[src/rtl/hdlc_bus_arb.sv]
module hdlc_bus_arb #(
  parameter int DEPTH     = 16,
  parameter int IDLE_ONES = 8,
  parameter int CNT_W     = 8
) (
  input  logic             clk,
  input  logic             rst_n,
  input  logic             load_valid,
  input  logic [7:0]       load_data,
  input  logic             load_last,
  output logic             load_ready,
  input  logic             bus_sense,
  output logic             txd_rel,
  output logic             frame_done,
  output logic             lost,
  output logic [CNT_W-1:0] lost_count
);

  localparam int AW = $clog2(DEPTH);
  localparam int OW = $clog2(IDLE_ONES + 1);
  localparam logic [7:0] FLAG = 8'h7E;

  localparam logic [1:0] PH_OPEN  = 2'd0;
  localparam logic [1:0] PH_DATA  = 2'd1;
  localparam logic [1:0] PH_CLOSE = 2'd2;
  localparam logic [1:0] PH_END   = 2'd3;

  typedef enum logic [1:0] {S_LOAD, S_WAIT, S_SEND} st_t;

  st_t           st;
  logic [7:0]    mem [DEPTH];
  logic [AW-1:0] wr_ptr;
  logic [AW:0]   len;
  logic [OW-1:0] idle_cnt;

  logic [1:0]    ph;
  logic [2:0]    bit_i;
  logic [AW-1:0] byte_i;
  logic [2:0]    ones;
  logic          data_end;

  logic stuff, cur_data, nxt_bit, last_byte;
  logic load_end, go, loss, rewind, step;

  assign load_ready = (st == S_LOAD);
  assign stuff      = (ph == PH_DATA) && (ones == 3'd5);
  assign cur_data   = mem[byte_i][bit_i];
  assign nxt_bit    = (ph == PH_DATA) ? (!stuff && cur_data) : FLAG[bit_i];
  assign last_byte  = ({1'b0, byte_i} + 1'b1) == len;

  assign load_end = (st == S_LOAD) && load_valid &&
                    (load_last || wr_ptr == AW'(DEPTH - 1));
  assign go       = (st == S_WAIT) && bus_sense && (idle_cnt == OW'(IDLE_ONES - 1));
  assign loss     = (st == S_SEND) && txd_rel && !bus_sense;
  assign rewind   = load_end || loss;
  assign step     = go || ((st == S_SEND) && !loss && ph != PH_END);

  always_ff @(posedge clk) begin
    if (st == S_LOAD && load_valid) mem[wr_ptr] <= load_data;
  end

  always_ff @(posedge clk or negedge rst_n) begin
    if (!rst_n) begin
      st         <= S_LOAD;
      wr_ptr     <= '0;
      len        <= '0;
      idle_cnt   <= '0;
      txd_rel    <= 1'b1;
      frame_done <= 1'b0;
      lost       <= 1'b0;
      lost_count <= '0;
    end else begin
      frame_done <= 1'b0;
      lost       <= 1'b0;
      case (st)
        S_LOAD: begin
          if (load_valid) begin
            if (load_end) begin
              len      <= {1'b0, wr_ptr} + 1'b1;
              wr_ptr   <= '0;
              idle_cnt <= '0;
              st       <= S_WAIT;
            end else begin
              wr_ptr <= wr_ptr + 1'b1;
            end
          end
        end
        S_WAIT: begin
          if (go) begin
            st      <= S_SEND;
            txd_rel <= nxt_bit;
          end else begin
            idle_cnt <= bus_sense ? idle_cnt + 1'b1 : '0;
          end
        end
        S_SEND: begin
          if (loss) begin
            st       <= S_WAIT;
            txd_rel  <= 1'b1;
            idle_cnt <= '0;
            lost     <= 1'b1;
            if (lost_count != '1) lost_count <= lost_count + 1'b1;
          end else if (ph == PH_END) begin
            st         <= S_LOAD;
            txd_rel    <= 1'b1;
            frame_done <= 1'b1;
          end else begin
            txd_rel <= nxt_bit;
          end
        end
        default: st <= S_LOAD;
      endcase
    end
  end

  always_ff @(posedge clk or negedge rst_n) begin
    if (!rst_n) begin
      ph       <= PH_OPEN;
      bit_i    <= '0;
      byte_i   <= '0;
      ones     <= '0;
      data_end <= 1'b0;
    end else if (rewind) begin
      ph       <= PH_OPEN;
      bit_i    <= '0;
      byte_i   <= '0;
      ones     <= '0;
      data_end <= 1'b0;
    end else if (step) begin
      case (ph)
        PH_OPEN: begin
          bit_i <= bit_i + 1'b1;
          if (bit_i == 3'd7) ph <= PH_DATA;
        end
        PH_DATA: begin
          if (stuff) begin
            ones <= '0;
            if (data_end) ph <= PH_CLOSE;
          end else begin
            ones  <= cur_data ? ones + 1'b1 : 3'd0;
            bit_i <= bit_i + 1'b1;
            if (bit_i == 3'd7) begin
              byte_i <= byte_i + 1'b1;
              if (last_byte) begin
                if (cur_data && ones == 3'd4) data_end <= 1'b1;
                else ph <= PH_CLOSE;
              end
            end
          end
        end
        PH_CLOSE: begin
          bit_i <= bit_i + 1'b1;
          if (bit_i == 3'd7) ph <= PH_END;
        end
        default: ph <= PH_END;
      endcase
    end
  end

endmodule


[config.mk]
export PLATFORM = sky130hd
export DESIGN_NAME = hdlc_bus_arb
export DESIGN_NICKNAME = d
export VERILOG_FILES = /design/src/rtl/hdlc_bus_arb.sv
export SDC_FILE = /design/constraint.sdc
export NUM_CORES = 1
export LEC_CHECK = 0
export ABC_AREA = 1
export BUFFER_PORTS_ARGS = -buffer_cell sky130_fd_sc_hd__buf_2
export CAP_MARGIN = 25
export CORE_ASPECT_RATIO = 1.5
export CORE_MARGIN = 2
export CORE_UTILIZATION = 55
export DETAILED_ROUTE_END_ITERATION = 7
export HOLD_SLACK_MARGIN = 0.12
export PLACE_DENSITY = 0.72
export RECOVER_POWER = 50
export SYNTH_ARGS = -nofsm -noshare
export SYNTH_HDL_FRONTEND = slang
export SYNTH_SLANG_ARGS = --single-unit
[constraint.sdc]
create_clock -name clk -period 4.3 [get_ports clk]
set_input_delay 0.43 -clock clk [delete_from_list [all_inputs] [get_ports clk]]
set_output_delay 0.43 -clock clk [all_outputs]
set_load 0.005 [all_outputs]
==> metrics.log, run 1 <==
[metrics] outcome: finished with violations
[metrics] failing checks: capacitance limit, slew limit
[metrics] Detailed Route WL: 16.12 mm
[metrics] Yosys top cell area share: 52.44%
[metrics] Hold Crit Start: load_valid
[metrics] RSZ-0062 raised after global routing: no
[metrics] final std cells w/o fill: 879
[metrics] remaining antenna violation count after routing: 0
[metrics] kind of path behind the tightest hold check: input port to flip-flop
[metrics] period utilization: 63.19%
[metrics] type of element launching the critical path: flip-flop
[metrics] number of remaining DRC errors: 0
[metrics] cell depth of the worst flop-to-flop path: 12
[metrics] maximum fanout encountered on the critical timing path: 66
[metrics] Fin. Hold Viols: 0
[metrics] HPWL after detailed placement: 10.83 mm
[metrics] root buf cell: clkbuf_16
[metrics] fraction of the yosys area taken by sequential cells: 65.77%
[metrics] clock tree skew after final layout: 0.01019 ns
[metrics] Async S/R FF share, synth: 23.35%
[metrics] hold buffers post-CTS: 0
[metrics] power density cells: 612.3 mW/mm2
[metrics] initial standard-cell utilization of the core: 56.31%
[metrics] number of enable-type register cells in the synthesized netlist: 128
[metrics] post-synth top area cell: edfxtp_1
[metrics] kind of capture point of the worst setup path: flip-flop
[metrics] destination of the worst hold path: wr_ptr[3]$_DFFE_PN0P_
[metrics] total CTS buffers: 17
[metrics] maximum VDD drop: 364.5 uV
[metrics] total setup buffers inserted after CTS: 0
[metrics] worst skew pair latency: 0.43 ns
[metrics] static power due to leakage: 3.270 nW
[metrics] MaxCap Viol Count: 1
[metrics] die extent in x: 98.26 um
[metrics] net count of the finished layout: 734
[metrics] global routing usage summed across all routing layers: 23.49%
[metrics] count of final max-slew check failures: 40
[metrics] warning count from the yosys run: 0
[metrics] dpl cell area: 0.007556 mm2
[metrics] cell area after synthesis: 0.007330 mm2
[metrics] cell types occupying the most area after synthesis: edfxtp_1 (52%), dfrtp_1 (13%), nand2_1 (11%)
[metrics] cells resized by post-CTS repair: 0
[metrics] via count of the first global-routing pass: 5058
[metrics] per-cell routed wire length: 18.34 um
[metrics] transition time of the tightest slew-check pin: 2.098 ns
[metrics] DR pass1 iterations: 5
[metrics] tightest slew margin relative to the limit: -39.88%
[metrics] required time of the worst setup path: 4.63 ns
[metrics] worst flop-to-flop path endpoint: ph[0]$_DFFE_PN0P_
[metrics] remaining global-route overflow: 0
[metrics] share of layout cells above drive strength 1: 10.14%
[metrics] Synth-to-Final Area Change: 10.65%
[metrics] register cell area after layout: 0.004822 mm2
[metrics] floorplan die height: 145.4 um
[metrics] Post-synth top flop: edfxtp_1
[metrics] number of placed instances, taps included: 847
[metrics] number of rows in the core area: 51
[metrics] Die Area: 0.01428 mm2
[metrics] quantity of I/O buffers inserted on ports: 24
[metrics] initial detailed-routing violation count: 529
[metrics] area of all placed cells without fillers: 0.008110 mm2
[metrics] startpoint of the lowest-slack register-to-register path: byte_i[0]$_DFFE_PN0P_
[metrics] category of the critical setup timing path: flip-flop to flip-flop
[metrics] vias per inst: 5.771
[metrics] Gate Count Post-Synth: 683
[metrics] first-pass GRT wire length: 25.85 mm
[metrics] instance count along the most critical hold path: 3
[metrics] vias after detailed routing: 5073
[metrics] maximum clock path buffer count: 2
[metrics] Synth cell types: 39
[metrics] setup TNS: 0 ns
[metrics] Floorplan Core Area: 0.01302 mm2
[metrics] CTS tree: yes
[metrics] net count of the mapped netlist: 710
[metrics] RePlAce Congestion: 0.9060
[metrics] Register-to-Register Setup Slack: 1.58 ns
[metrics] flops & latches, synth: 167
[metrics] Highest Clock Rate: 368.0 MHz
[metrics] Syn Area/Cell: 10.73 um2
[metrics] CP Data Arrival Time: 3.04 ns
[metrics] maximum number of pins on one net before global-route repair: 67
[metrics] count of fill cells added during filler insertion: 1086
[metrics] area of the multi-input gates: 0.002215 mm2
[metrics] post-layout minimum cycle time: 2.717 ns
[metrics] diode count: 0
[metrics] clock transition at the registers of the reported paths: 0.07 ns
[metrics] deepest level of the CTS H-tree: 4
[metrics] I/O pin count: 25
[metrics] initial antenna violation count: 0
[metrics] total of endpoints with negative setup slack in the final report: 0
[metrics] number of sinks on the clock net: 167
## metrics by stage
stage	util (%)	power [mW]	hold WS, ns	setup WS, ns
final	62.30	4.966	0.3413	1.583
after CTS	62.50	4.966	0.1337	1.633
after global routing	62.30	5.224	0.3755	1.346
after floorplan	-	3.088	0.1344	2.166
after detailed placement	58.05	3.482	0.4903	1.735
after global placement	57.89	3.427	0.4786	1.669
## kinds of logic after synthesis
kind of cell    count (synthesis)  share of synthesized area, %
flops                         167                         65.77
fa+ha+maj                      14                         2.390
mux                             1                        0.1536
compound gates                 55                         4.268
xor+xnor                       14                         1.673
simple gates                  370                         21.94
buf+inv                        62                         3.807
## routing by layer
layer  up-vias  GRT usage [%]  wire length [um]
met5         -              0                 0
li1       2379              -                 -
met4         0          9.726               580
met2       210          42.47              8618
met3        51          4.467               943
met1      2433          27.14              5978
## cell usage after synthesis, drive strengths merged, types with 9 or more instances
| cell type | number |
|---|---|
| a21oi | 25 |
| buf | 20 |
| dfrtp | 38 |
| edfxtp | 128 |
| ha | 14 |
| inv | 39 |
| nand2 | 226 |
| nand3 | 98 |
| nor2 | 36 |
| o21ai | 19 |
| xor2 | 9 |
## worst max-delay path: stages (launching register included)
cell       delay [ns]
dfrtp_2          0.36
buf_4            0.54
ha_1             0.38
xnor2_1          0.20
nand2_1          0.08
a2111oi_0        0.42
nand2_1          0.16
inv_1            0.08
nand2_1          0.05
nand2_1          0.09
nand2_1          0.08
nand2_1          0.08
nand2_1          0.05
## final cells by class
| type | instances | area share, % |
|---|---|---|
| sequential | 167 | 59.46 |
| inverter | 40 | 1.851 |
| multi-input combinational | 454 | 27.31 |
| clock inverter | 14 | 1.867 |
| timing repair buffer | 27 | 1.774 |
| clock buffer | 18 | 5.292 |
| tap | 159 | 2.453 |
## worst max-delay path by stage
stage / from / to / slack (ns)
4_1_cts: wr_ptr[0]$_DFFE_PN0P_ / data_end$_DFFE_PN0P_ / 1.63
6_report: byte_i[0]$_DFFE_PN0P_ / ph[0]$_DFFE_PN0P_ / 1.58
3_5_place_dp: wr_ptr[0]$_DFFE_PN0P_ / ones[2]$_DFFE_PN0P_ / 1.73
3_3_place_gp: byte_i[0]$_DFFE_PN0P_ / ph[1]$_DFFE_PN0P_ / 1.67
2_1_floorplan: wr_ptr[0]$_DFFE_PN0P_ / ph[1]$_DFFE_PN0P_ / 2.17
5_1_grt: wr_ptr[0]$_DFFE_PN0P_ / data_end$_DFFE_PN0P_ / 1.35
## layout by cell type (no fill, tap or decap), types with 3 or more instances in the layout
cell type   netlist  layout
xor2_1            9       9
clkinvlp_4        0       5
nand3_1          97      97
xnor2_1           5       5
clkbuf_16         0      17
inv_6             0       3
edfxtp_1        128     128
ha_1             14      14
buf_2            13      15
clkbuf_1          2      10
inv_2             7       7
nand2_1         224     224
dfrtp_1          38      37
o22ai_1           5       5
nor3_1            4       4
a21oi_1          24      24
nor2_2            5       5
o21ai_0          17      17
nor2_1           26      28
nor2_4            5       3
inv_1            32      32
## power breakdown
group	internal [mW]	leakage (nW)	switching, mW
registers	1.87	1.63	0.156
logic	0.450	1.37	0.995
clock network	0.858	0.269	0.636
## registers in the layout, indices dropped and copies added (netlist names)
register and cells:
ones 3, mem 128, st 2, idle_cnt 4, frame_done 1, data_end 1, byte_i 4, ph 2
lost 1, lost_count 8, wr_ptr 4, txd_rel 1, len 5, bit_i 3
Note: power is estimated with default switching activity, not from simulation.
==> run 2: changes to the inputs <==
--- a/config.mk
+++ b/config.mk
@@ -13,7 +13,7 @@
 export CORE_UTILIZATION = 55
 export DETAILED_ROUTE_END_ITERATION = 7
 export HOLD_SLACK_MARGIN = 0.12
-export PLACE_DENSITY = 0.72
+export PLACE_DENSITY = 0.75
 export RECOVER_POWER = 50
 export SYNTH_ARGS = -nofsm -noshare
 export SYNTH_HDL_FRONTEND = slang
==> constraint.sdc (replaced) <==
create_clock -name clk -period 2.2 [get_ports clk]
set_input_delay 0.22 -clock clk [delete_from_list [all_inputs] [get_ports clk]]
set_output_delay 0.22 -clock clk [all_outputs]
set_load 0.005 [all_outputs]
==> run 2 against run 1 <==
Compared with the run above: the run now ends clean; first-iteration DRC count is 16% higher; register-to-register slack worse by 1.4 ns; clock skew is 0.0037 ns lower; die area stayed put; non-clock buffer count is 29 higher; clock power is 99% higher; worst hold slack worse by 0.19 ns; sequential share of layout area is 2.2 points lower; sequential power is 93% higher; power is 100% higher; clock-buffer cell count is 2 higher.
==> metrics.log, run 2 (synthesis results as in run 1) <==
[metrics] kind of path behind the tightest hold check: input port to flip-flop
[metrics] Net Switching: 3.493 mW
[metrics] share of layout cells above drive strength 1: 13.62%
[metrics] relative contribution of combinational cells to total power: 31.1%
[metrics] Detailed Route WL: 16.29 mm
[metrics] clock tree skew after final layout: 0.006445 ns
[metrics] tightest slew margin relative to the limit: 32.16%
[metrics] total CTS buffers: 17
[metrics] routed wl met2: 8.736 mm
[metrics] initial detailed-routing violation count: 615
[metrics] vias per inst: 5.669
[metrics] launch point of the critical path: byte_i[0]$_DFFE_PN0P_
[metrics] commonest cells after routing, fill and taps aside: nand2_1 (223), edfxtp_1 (128), nand3_1 (95)
[metrics] worst skew pair latency: 0.42 ns
[metrics] maximum clock path buffer count: 2
[metrics] net count of the finished layout: 763
[metrics] number of remaining DRC errors: 0
[metrics] Highest Clock Rate: 487.0 MHz
[metrics] Floorplan Core Area: 0.01302 mm2
[metrics] deepest level of the CTS H-tree: 4
[metrics] period utilization: 93.34%
[metrics] Hold Crit Start: load_valid
[metrics] total of endpoints with negative setup slack in the final report: 0
[metrics] CP Data Arrival Time: 2.41 ns
[metrics] initial standard-cell utilization of the core: 56.31%
[metrics] initial antenna violation count: 0
[metrics] post-layout minimum cycle time: 2.054 ns
[metrics] quantity of I/O buffers inserted on ports: 24
[metrics] power density cells: 1186 mW/mm2
[metrics] transition time of the tightest slew-check pin: 1.018 ns
[metrics] type of element launching the critical path: flip-flop
[metrics] per-cell routed wire length: 17.94 um
[metrics] floorplan die height: 145.4 um
[metrics] via count of the first global-routing pass: 5148
[metrics] count of fill cells added during filler insertion: 998
[metrics] remaining antenna violation count after routing: 0
[metrics] category of the critical setup timing path: flip-flop to flip-flop
[metrics] Top reg by flops: mem
[metrics] first-pass GRT wire length: 25.60 mm
[metrics] Place WS: 0.1180 ns
[metrics] clock transition at the registers of the reported paths: 0.06 ns
[metrics] proportion of total power due to net switching: 34.96%
[metrics] power share of the clock group: 29.7%
[metrics] global routing usage summed across all routing layers: 23.16%
[metrics] kind of capture point of the worst setup path: flip-flop
[metrics] maximum fanout encountered on the critical timing path: 28
[metrics] least setup slack across all paths after layout: 0.1465 ns
[metrics] HPWL after detailed placement: 10.83 mm
[metrics] DR pass1 iterations: 5
[metrics] CTS tree: yes
[metrics] biggest registers after layout: mem (128), lost_count (8), len (5)
[metrics] number of rows in the core area: 51
[metrics] overall power: 9.990 mW
[metrics] outcome: completed
[metrics] count of final max-slew check failures: 0
[metrics] Fin. Hold Viols: 0
[metrics] number of sinks on the clock net: 167
[metrics] met3 WL: 785 um
[metrics] Highest Signal Layer: met4
[metrics] final core utilization: 64.73%
[metrics] required time of the worst setup path: 2.56 ns
[metrics] root buf cell: clkbuf_16
[metrics] I/O pin count: 25
[metrics] maximum number of pins on one net before global-route repair: 40
[metrics] RePlAce Congestion: 0.9107
[metrics] Hold WS: 0.1507 ns
[metrics] vias after detailed routing: 5147
[metrics] diode count: 0
[metrics] cell internal pwr: 6.498 mW
[metrics] die extent in x: 98.26 um
[metrics] most common cell after layout, fill and taps aside: nand2_1
[metrics] startpoint of the lowest-slack register-to-register path: byte_i[0]$_DFFE_PN0P_
[metrics] Die Area: 0.01428 mm2
[metrics] Synth-to-Final Area Change: 14.95%
[metrics] static power due to leakage: 3.434 nW
[metrics] MaxCap Viol Count: 0
[metrics] sequential group share of total power: 39.2%
[metrics] maximum VDD drop: 867.1 uV
[metrics] flip-flop count of the largest register after layout: 128
[metrics] remaining global-route overflow: 0
[metrics] met1 routed wirelength after detailed routing: 6.285 mm
run 2: cell count changes in the layout (fill, tap and decap cells not counted), moves of 3 or more:
cell | before | now
buf_4 | 2 | 23
clkbuf_1 | 10 | 16
buf_6 | 0 | 3
clkinvlp_4 | 5 | 2
inv_2 | 7 | 4
inv_4 | 0 | 3
run 2: routing by layer:
layer	track usage, %	up-vias
li1	-	2446
met2	41.34	180
met1	27.25	2486
met5	0	-
met4	10.07	0
met3	4.131	35
run 2: cell type report:
cell class	instances	area (um2)	share of cell area, %
Clock buffer	20	436.7	5.183
Tap cell	159	198.9	2.361
Timing Repair Buffer	56	395.4	4.693
Clock inverter	12	152.6	1.812
Inverter	40	157.7	1.871
Sequential cell	167	4823	57.25
Multi-Input combinational cell	454	2261	26.83
run 2: stage by stage:
step,instance area (um2),setup TNS (ns),instances
after floorplan,7330,0,683
after global placement,7764,0,873
after detailed placement,7764,0,873
after CTS,8363,0,906
after global routing,8426,-0.02051,908
final,8426,0,908
run 2: power by group through the flow:
stage	Sequential [mW]	Clock, mW	Combinational [mW]
after CTS	3.90	2.98	2.95
after global placement	3.95	0	2.81
final	3.92	2.96	3.11
after global routing	3.95	3.12	3.46
after floorplan	3.90	0	2.14
after detailed placement	3.96	0	2.89
run 2: worst paths after layout:
kind	slack, ns	cells past startpoint	endpoint
worst min-delay path	0.15	3	wr_ptr[3]$_DFFE_PN0P_
min in group asynchronous	0.49	2	idle_cnt[2]$_DFFE_PN0P_
worst max-delay path	0.15	16	ph[0]$_DFFE_PN0P_
max in group asynchronous	0.62	3	byte_i[0]$_DFFE_PN0P_
worst max register to register	0.15	16	ph[0]$_DFFE_PN0P_
worst min register to register	0.50	1	lost_count[3]$_DFFE_PN0P_
run 2: worst max-delay path: stages, from the launching register on:
cell	delay (ns)
dfrtp_2	0.46
inv_4	0.13
buf_12	0.18
nand2_1	0.07
nand3_1	0.08
nand3_1	0.11
nand3_1	0.14
nand3_1	0.09
nand3_1	0.10
nand3_1	0.09
nand2_2	0.12
nand2_1	0.07
nand2_1	0.07
nand2_1	0.08
nand2_1	0.08
nand2_1	0.06
nand2_1	0.06
run 2: what timing repair did:
| item | 4_1_cts | 5_1_grt |
|---|---|---|
| endpoints found under the setup margin | 0 | 5 |
| endpoints found under the hold margin | 24 | 0 |
| gates resized for setup | 0 | 15 |
| buffers inserted | 0 | 1 |
| hold buffers | 1 | 0 |
==> run 3: changes to the inputs <==
--- a/config.mk
+++ b/config.mk
@@ -8,7 +8,6 @@
 export ABC_AREA = 1
 export BUFFER_PORTS_ARGS = -buffer_cell sky130_fd_sc_hd__buf_2
 export CAP_MARGIN = 25
-export CORE_ASPECT_RATIO = 1.5
 export CORE_MARGIN = 2
 export CORE_UTILIZATION = 55
 export DETAILED_ROUTE_END_ITERATION = 7
==> constraint.sdc (replaced) <==
create_clock -name clk -period 2.2 [get_ports clk]
set_input_delay 0.11 -clock clk [delete_from_list [all_inputs] [get_ports clk]]
set_output_delay 0.11 -clock clk [all_outputs]
set_load 0.005 [all_outputs]
==> run 3 against run 2 <==
Compared with the run above: final cell count rose by 3.1%; sequential share of layout area is 1.2 points lower; utilization up 0.79 points; design area is 2.2% higher; die area down 0.13%; worst hold slack better by 0.21 ns; global-route usage rose by 1.1 points; critical path depth unchanged; highest routed layer unchanged.
==> metrics.log, run 3 (synthesis results as in run 1) <==
[metrics] HPWL after detailed placement: 10.77 mm
[metrics] outcome: completed
[metrics] initial antenna violation count: 0
[metrics] sequential group share of total power: 38.9%
[metrics] Hold WS: 0.3565 ns
[metrics] Synth-to-Final Area Change: 17.43%
[metrics] proportion of total power due to net switching: 35.92%
[metrics] transition time of the tightest slew-check pin: 0.9686 ns
[metrics] deepest level of the CTS H-tree: 4
[metrics] power density cells: 1174 mW/mm2
[metrics] vias per inst: 5.637
[metrics] post-layout minimum cycle time: 2.088 ns
[metrics] final std cells w/o fill: 936
[metrics] share of layout cells above drive strength 1: 15.13%
[metrics] cell internal pwr: 6.474 mW
[metrics] kind of capture point of the worst setup path: flip-flop
[metrics] first-pass GRT wire length: 26.19 mm
[metrics] setup TNS: 0 ns
[metrics] per-cell routed wire length: 17.93 um
[metrics] Highest Signal Layer: met4
[metrics] diode count: 0
[metrics] total of endpoints with negative setup slack in the final report: 0
[metrics] Net Switching: 3.629 mW
[metrics] relative contribution of combinational cells to total power: 32.3%
[metrics] met1 routed wirelength after detailed routing: 7.046 mm
[metrics] biggest registers after layout: mem (128), lost_count (8), len (5)
[metrics] CTS tree: yes
[metrics] initial detailed-routing violation count: 655
[metrics] maximum clock path buffer count: 2
[metrics] Top reg by flops: mem
[metrics] global routing usage summed across all routing layers: 24.25%
[metrics] MaxCap Viol Count: 0
[metrics] I/O pin count: 25
[metrics] final core utilization: 65.51%
[metrics] static power due to leakage: 3.514 nW
[metrics] root buf cell: clkbuf_16
[metrics] maximum number of pins on one net before global-route repair: 41
[metrics] quantity of I/O buffers inserted on ports: 24
[metrics] required time of the worst setup path: 2.52 ns
[metrics] via count of the first global-routing pass: 5146
[metrics] met3 WL: 1.124 mm
[metrics] net count of the finished layout: 774
[metrics] total CTS buffers: 17
[metrics] clock tree skew after final layout: 0.006468 ns
[metrics] routed wl met2: 8.025 mm
[metrics] number of rows in the core area: 42
[metrics] maximum VDD drop: 822.2 uV
[metrics] vias after detailed routing: 5276
[metrics] Die Area: 0.01427 mm2
[metrics] initial standard-cell utilization of the core: 55.79%
[metrics] floorplan die height: 119.4 um
[metrics] number of placed instances, taps included: 887
[metrics] commonest cells after routing, fill and taps aside: nand2_1 (221), edfxtp_1 (128), nand3_1 (96)
[metrics] number of remaining DRC errors: 0
[metrics] number of sinks on the clock net: 167
[metrics] most common cell after layout, fill and taps aside: nand2_1
[metrics] remaining antenna violation count after routing: 0
[metrics] period utilization: 94.91%
[metrics] count of final max-slew check failures: 0
[metrics] flip-flop count of the largest register after layout: 128
[metrics] overall power: 10.10 mW
[metrics] RePlAce Congestion: 0.9296
[metrics] CP Data Arrival Time: 2.41 ns
[metrics] Highest Clock Rate: 478.9 MHz
[metrics] worst skew pair latency: 0.43 ns
[metrics] Detailed Route WL: 16.78 mm
[metrics] DR pass1 iterations: 6
[metrics] die extent in x: 119.4 um
[metrics] maximum fanout encountered on the critical timing path: 14
[metrics] category of the critical setup timing path: flip-flop to flip-flop
[metrics] type of element launching the critical path: flip-flop
[metrics] Floorplan Core Area: 0.01314 mm2
[metrics] tightest slew margin relative to the limit: 35.43%
[metrics] Fin. Hold Viols: 0
[metrics] kind of path behind the tightest hold check: input port to flip-flop
[metrics] power share of the clock group: 28.8%
[metrics] remaining global-route overflow: 0
[metrics] clock transition at the registers of the reported paths: 0.06 ns
[run 3: cell types whose count changed in the layout (fill, tap and decap cells not counted), moves of 2 or more]
cell,before,now
dlygate4sd3_1,1,11
clkbuf_1,16,10
inv_6,1,5
buf_12,2,5
buf_6,3,1
clkinv_1,3,1
clkinv_2,1,3
inv_4,3,1
nand2_1,223,221
nand2_2,3,5
[run 3: layer usage]
metal,vias to the layer above,global-route usage (%)
li1,2463,-
met1,2515,32.76
met2,234,37.79
met3,64,6.082
met4,0,10.07
met5,-,0
[run 3: worst max-delay path, cell delays in order, from the launching register on]
cell and delay (ns):
dfrtp_2 0.46, inv_6 0.09, clkbuf_16 0.18, nand2_1 0.06
nand2_1 0.06, a21oi_1 0.19, nand3_1 0.12, nand3_1 0.12
nand3_1 0.07, nand3_1 0.08, nand2_2 0.11, nand2_2 0.09
nand2_1 0.06, nand2_1 0.09, nand2_1 0.07, nand2_1 0.07
nand2_1 0.04
[run 3: path summary, 6_finish.rpt]
check	from	endpoint	cells after the start	slack (ns)
min in group asynchronous	rst_n	ph[1]$_DFFE_PN0P_	2	0.37
hold / removal	load_data[1]	mem[3][1]$_DFFE_PP_	1	0.36
setup / recovery	byte_i[0]$_DFFE_PN0P_	ph[0]$_DFFE_PN0P_	16	0.11
hold reg to reg	lost_count[3]$_DFFE_PN0P_	lost_count[3]$_DFFE_PN0P_	1	0.49
setup reg to reg	byte_i[0]$_DFFE_PN0P_	ph[0]$_DFFE_PN0P_	16	0.11
max in group asynchronous	rst_n	wr_ptr[0]$_DFFE_PN0P_	2	1.17
[run 3: power groups by stage]
stage / Sequential (mW) / Clock, mW / Combinational, mW
final: 3.93 / 2.91 / 3.26
after global routing: 3.96 / 3.06 / 3.57
after CTS: 3.91 / 2.93 / 2.99
after detailed placement: 3.97 / 0 / 2.94
after global placement: 3.95 / 0 / 2.82
after floorplan: 3.90 / 0 / 2.14
[run 3: what timing repair did]
action | in CTS | in global routing
pin swaps | 1 | 2
hold endpoints to repair | 157 | 0
buffers inserted | 1 | 3
gates cloned | 0 | 2
gates resized for setup | 1 | 16
hold buffers | 11 | 0
endpoints found under the setup margin | 2 | 7
[run 3: stage by stage]
stage / instance area (um2) / worst slack, ns
floorplan: 7330 / 0.06559
global placement: 7787 / 0.1834
detailed placement: 7787 / 0.01447
CTS: 8489 / 0.03711
global route: 8607 / -0.04299
finish: 8607 / 0.1120
[run 3: area by class of cell]
| type | instances | area [um2] |
|---|---|---|
| multi-input cells | 454 | 2267 |
| inverters | 40 | 157.7 |
| repair buffers | 67 | 560.5 |
| well taps | 176 | 220.2 |
| flip-flops and latches | 167 | 4825 |
| clock inverters | 14 | 147.6 |
| clock buffers | 18 | 429.2 |
| fillers | 958 | 4531 |
